[src/rtl/apg_pkg.sv]
package apg_pkg;

  // Captured address-phase information carried to the parity clock
  typedef struct packed {
    logic pend;   // an address phase was seen on the previous edge
    logic fold;   // XOR of address and command lines
    logic hit;    // decode hit at the address phase
  } apg_capture_t;

  function automatic logic apg_fold(input logic [63:0] lines, input int unsigned width);
    logic r;
    r = 1'b0;
    for (int unsigned k = 0; k < 64; k++) begin
      if (k < width) r = r ^ lines[k];
    end
    return r;
  endfunction

endpackage

[src/rtl/apg_phase_capture.sv]
module apg_phase_capture
  import apg_pkg::*;
#(
  parameter int AW = 32,
  parameter int CW = 4
) (
  input  logic          clk,
  input  logic          rst,
  input  logic          frame_n,
  input  logic [AW-1:0] ad,
  input  logic [CW-1:0] cbe_n,
  input  logic          hit,
  output apg_capture_t  cap
);
  localparam int LW = AW + CW;

  logic          frame_n_q;
  logic [63:0]   lines;
  logic          start;

  always_comb begin
    lines         = '0;
    lines[LW-1:0] = {ad, cbe_n};
  end

  assign start = frame_n_q & ~frame_n;

  always_ff @(posedge clk) begin
    if (rst) begin
      frame_n_q <= 1'b1;
      cap       <= '0;
    end else begin
      frame_n_q <= frame_n;
      cap.pend  <= start;
      cap.fold  <= apg_fold(lines, LW);
      cap.hit   <= hit;
    end
  end
endmodule

[src/rtl/apg_parity_eval.sv]
module apg_parity_eval
  import apg_pkg::*;
(
  input  logic         clk,
  input  logic         rst,
  input  apg_capture_t cap,
  input  logic         par,
  input  logic         par_resp,
  input  logic         serr_en,
  output logic         dpe_set,
  output logic         sse_set,
  output logic         claim,
  output logic         serr_n
);
  logic err;

  assign err     = cap.pend & (cap.fold ^ par);
  assign dpe_set = err;
  assign sse_set = err & par_resp & serr_en;

  always_ff @(posedge clk) begin
    if (rst) begin
      claim  <= 1'b0;
      serr_n <= 1'b1;
    end else begin
      claim  <= cap.pend & cap.hit & ~(err & par_resp);
      serr_n <= ~sse_set;
    end
  end
endmodule

[src/rtl/apg_sticky_bit.sv]
module apg_sticky_bit (
  input  logic clk,
  input  logic rst,
  input  logic set,
  input  logic clr,
  output logic q
);
  always_ff @(posedge clk) begin
    if (rst) q <= 1'b0;
    else     q <= (q & ~clr) | set;
  end
endmodule

[src/rtl/addr_parity_guard.sv]
module addr_parity_guard
  import apg_pkg::*;
#(
  parameter int NP = 2,
  parameter int AW = 32,
  parameter int CW = 4
) (
  input  logic             clk,
  input  logic             rst,
  input  logic [NP-1:0]    bus_frame_n,
  input  logic [NP*AW-1:0] bus_ad,
  input  logic [NP*CW-1:0] bus_cbe_n,
  input  logic [NP-1:0]    bus_par,
  input  logic [NP-1:0]    cmd_par_resp,
  input  logic [NP-1:0]    cmd_serr_en,
  input  logic [NP-1:0]    dec_hit,
  input  logic [NP-1:0]    sts_dpe_clr,
  input  logic [NP-1:0]    sts_sse_clr,
  output logic [NP-1:0]    claim_en,
  output logic [NP-1:0]    sts_dpe,
  output logic [NP-1:0]    sts_sse,
  output logic [NP-1:0]    serr_n
);
  for (genvar i = 0; i < NP; i++) begin : g_port
    apg_capture_t cap;
    logic         dpe_set;
    logic         sse_set;

    apg_phase_capture #(.AW(AW), .CW(CW)) u_cap (
      .clk     (clk),
      .rst     (rst),
      .frame_n (bus_frame_n[i]),
      .ad      (bus_ad[i*AW +: AW]),
      .cbe_n   (bus_cbe_n[i*CW +: CW]),
      .hit     (dec_hit[i]),
      .cap     (cap)
    );

    apg_parity_eval u_eval (
      .clk      (clk),
      .rst      (rst),
      .cap      (cap),
      .par      (bus_par[i]),
      .par_resp (cmd_par_resp[i]),
      .serr_en  (cmd_serr_en[i]),
      .dpe_set  (dpe_set),
      .sse_set  (sse_set),
      .claim    (claim_en[i]),
      .serr_n   (serr_n[i])
    );

    apg_sticky_bit u_dpe (
      .clk (clk), .rst (rst), .set (dpe_set), .clr (sts_dpe_clr[i]), .q (sts_dpe[i])
    );

    apg_sticky_bit u_sse (
      .clk (clk), .rst (rst), .set (sse_set), .clr (sts_sse_clr[i]), .q (sts_sse[i])
    );
  end
endmodule

[config.mk]
export PLATFORM = sky130hd
export DESIGN_NAME = addr_parity_guard
export DESIGN_NICKNAME = d
export VERILOG_FILES = /design/src/rtl/apg_pkg.sv /design/src/rtl/apg_phase_capture.sv /design/src/rtl/apg_parity_eval.sv /design/src/rtl/apg_sticky_bit.sv /design/src/rtl/addr_parity_guard.sv
export SDC_FILE = /design/constraint.sdc
export NUM_CORES = 1
export LEC_CHECK = 0
export BUFFER_PORTS_ARGS = -buffer_cell sky130_fd_sc_hd__buf_2
export CAP_MARGIN = 0
export CORE_AREA = 10 10 66 68
export CTS_BUF_LIST = sky130_fd_sc_hd__clkbuf_8
export CTS_CLUSTER_SIZE = 24
export DETAILED_ROUTE_END_ITERATION = 12
export DIE_AREA = 0 0 76 78
export GPL_TIMING_DRIVEN = 0
export PLACE_DENSITY = 0.8
export SKIP_CTS_REPAIR_TIMING = 1
export SLEW_MARGIN = 20
export SYNTH_ARGS = -nofsm -noshare
export SYNTH_HDL_FRONTEND = slang
export SYNTH_SLANG_ARGS = --single-unit
[constraint.sdc]
create_clock -name clk -period 1.5 [get_ports clk]
set_input_delay 0 -clock clk [delete_from_list [all_inputs] [get_ports clk]]
set_output_delay 0 -clock clk [all_outputs]
set_load 0.02 [all_outputs]
==> results.yml <==
run_status:
  status: "complete, but fails checks"
  failed_checks: "negative hold slack"
logic_synthesis:
  yosysTopAreaCellShare_pct: 39.3
  netlist-cell-type-count: 14
  synth-seq-cells: 16
  synth_area_leaders: "xnor2_1 (39%), dfxtp_1 (27%), xnor3_1 (7.5%)"
  synthAdderAreaFrac_pct: 0
  synth-compound-area-share_pct: 1.66
  synth_xor_area_share_pct: 52.7
  syn_area_um2: 1200
  synth_area_leader_cell: "xnor2_1"
  synth_nets: 213
  synth_top_family_by_area: "XOR/XNOR gates"
  synthMuxAreaShare_pct: 2.50
  yosysWarnings: 0
  avgSynthCellArea_um2: 9.62
  synth_seq_area_share_pct: 26.6
  yosys.area_share.simple_pct: 10.6
  syn_inst: 125
critical_path:
  slowest_stage: "xnor3_1"
  crit_top_cell: "xnor2_1"
  crit_type: "primary input to flip-flop"
  cp_cell_sequence: "buf_2 > xor2_1 > xnor2_1 > xnor2_1 > xnor3_1 > mux2_4"
  worstSetupEndpointType: "flip-flop"
  crit_family: "XOR/XNOR gates"
  critPathRequiredTime_ns: 1.62
  path_buf_inv: 1
  crit_path_max_fanout: 1
  startpoint_type: "primary input"
  max_stage_delay_ns: 0.44
  arrival_ns: 1.32
timing:
  finalHoldViolCount: 3
  tightestPinTransition_ns: 0.420
  fin_ws_ns: 0.300
  period_minus_slack_ns: 1.20
  tns_ns: 0
  maxSlewViolCount: 0
  finalClockSkew_ns: 0.000188
  slew_headroom_pct: 72.0
  clock.fmax_ghz: 0.833
  holdWs_ns: -0.0245
  rsz0062_at_grt: "false"
  setup_viol: 0
  period_share_pct: 80.0
die:
  die-height_um: 78
  start_util_pct: 37.8
  fp.dieW_um: 76
  core_area_um2: 3180
  die-area_um2: 5930
  ioPinCount: 96
  rows: 21
clock_tree:
  cts_root_buffer: "clkbuf_8"
  clock_path_buffers: 2
  clock_latency_ns: 0.23
  cts_htree_levels: 1
  cts_sinks: 16
  numCtsBuffers: 3
  cts_tree: "yes"
  clkTransAtPathRegs_ns: 0.05
layout:
  fin_nets: 317
  ff_latch_area_um2: 320
  antenna_cells: 0
  n_fill_cell: 312
  layout-drive-gt1-share_pct: 48.5
  final_cells: 273
  area_delta_synth_final_pct: 51.1
  multi_input_area_um2: 811
grt:
  grtUsageTotal_pct: 9.65
  overflow: 0
  grt_antenna_before_repair: 0
  grt_max_degree: 11
  grt_pass1_vias: 1259
  grt_pass1_wl_mm: 4.99
placement:
  gp_congestion: 0.673
  io_buffers: 95
  place_inst: 266
  hpwl_mm: 2.79
  place_ws_ns: 0.0331
routing:
  dr.first_iter.drc_count: 17
  routedWlPerCell_um: 10.8
  ant_nets: 0
  route.detailed.drc: 0
  drtPass1Iterations: 4
  postRouteWirelength_mm: 2.95
  viasPerCell: 4.10
  vias: 1120
pwr:
  p_per_area_nw_per_um2: 862
  peakVddDrop_mv: 0.463
  power_leakage_nw: 0.896
job:
  drv_cap: 0
worst_hold_path:
  hp-class: "primary input to flip-flop"
[placed cells by master (no fill, tap or decap), drive strengths merged]
master / synthesis / routed
xor2: 8 / 8
dfxtp: 16 / 16
mux2: 2 / 2
nor2b: 8 / 8
buf: 8 / 103
a21oi: 4 / 4
xnor2: 54 / 54
clkbuf: 1 / 4
or2: 2 / 2
nand2: 6 / 6
dlygate4sd3: 0 / 4
nand4: 2 / 2
xnor3: 4 / 4
nor2: 8 / 8
inv: 2 / 2
[Yosys cell counts]
master / number
dfxtp_1: 16
xnor2_1: 54
a21oi_1: 4
nor2b_1: 8
nand4_1: 2
inv_1: 2
nor2_1: 8
or2_2: 2
xnor3_1: 4
xor2_1: 8
clkbuf_1: 1
buf_4: 8
nand2_1: 6
mux2_4: 2
[stage by stage]
stage               hold WS, ns  utilization, %  instance area, um2  total power [mW]
floorplan                0.0870               -                1200              1.10
global placement          0.191            54.6                1740              1.27
detailed placement        0.195            54.6                1740              1.28
CTS                     -0.0529            55.9                1780              1.58
global route            0.00959            57.1                1820              1.68
finish                  -0.0245            57.1                1820              1.57
[where the power goes]
part	internal (mW)	leakage [nW]	switching [mW]	total (mW)
Clock	0.177	0.0216	0.115	0.292
Sequential	0.466	0.131	0.0136	0.479
Combinational	0.524	0.743	0.270	0.794
[layer usage]
layer	global-route usage [%]	share of wire [%]	vias up
li1	-	-	584
met1	9.42	37	489
met2	19.5	56	45
met3	3.23	6.5	2
met4	1.14	0.20	0
met5	0	0	-
[final timing paths]
kind                                   to  slack [ns]                       from  cells after the start
hold reg to reg    g_port[1].u_cap.cap[2]        0.41  g_port[1].u_cap.frame_n_q                      2
setup reg to reg  g_port[0].u_eval.serr_n        0.65     g_port[0].u_cap.cap[1]                      2
setup / recovery   g_port[1].u_cap.cap[1]        0.30                 bus_ad[55]                      6
hold / removal     g_port[0].u_cap.cap[0]       -0.02                 dec_hit[0]                      2
[layout make-up]
cell class / count / share of cell area [%]
inverters: 2 / 0.413
multi-input cells: 98 / 44.6
repair buffers: 99 / 28.4
plain buffers: 9 / 3.51
flip-flops and latches: 16 / 17.6
clock buffers: 3 / 2.27
well taps: 46 / 3.17
[registers in the layout (all words and copies together), names as in the netlist]
signal,flops
g_port.u_eval.claim,2
g_port.u_cap.cap,6
g_port.u_sse.q,2
g_port.u_cap.frame_n_q,2
g_port.u_eval.serr_n,2
g_port.u_dpe.q,2
[cell families (layout without fill, tap and decap cells)]
group,after synthesis,after routing
compound gates,4,4
xor+xnor,66,66
buf+inv,11,113
flops,16,16
mux,2,2
simple gates,26,26
Note: power is estimated with default switching activity, not from simulation.
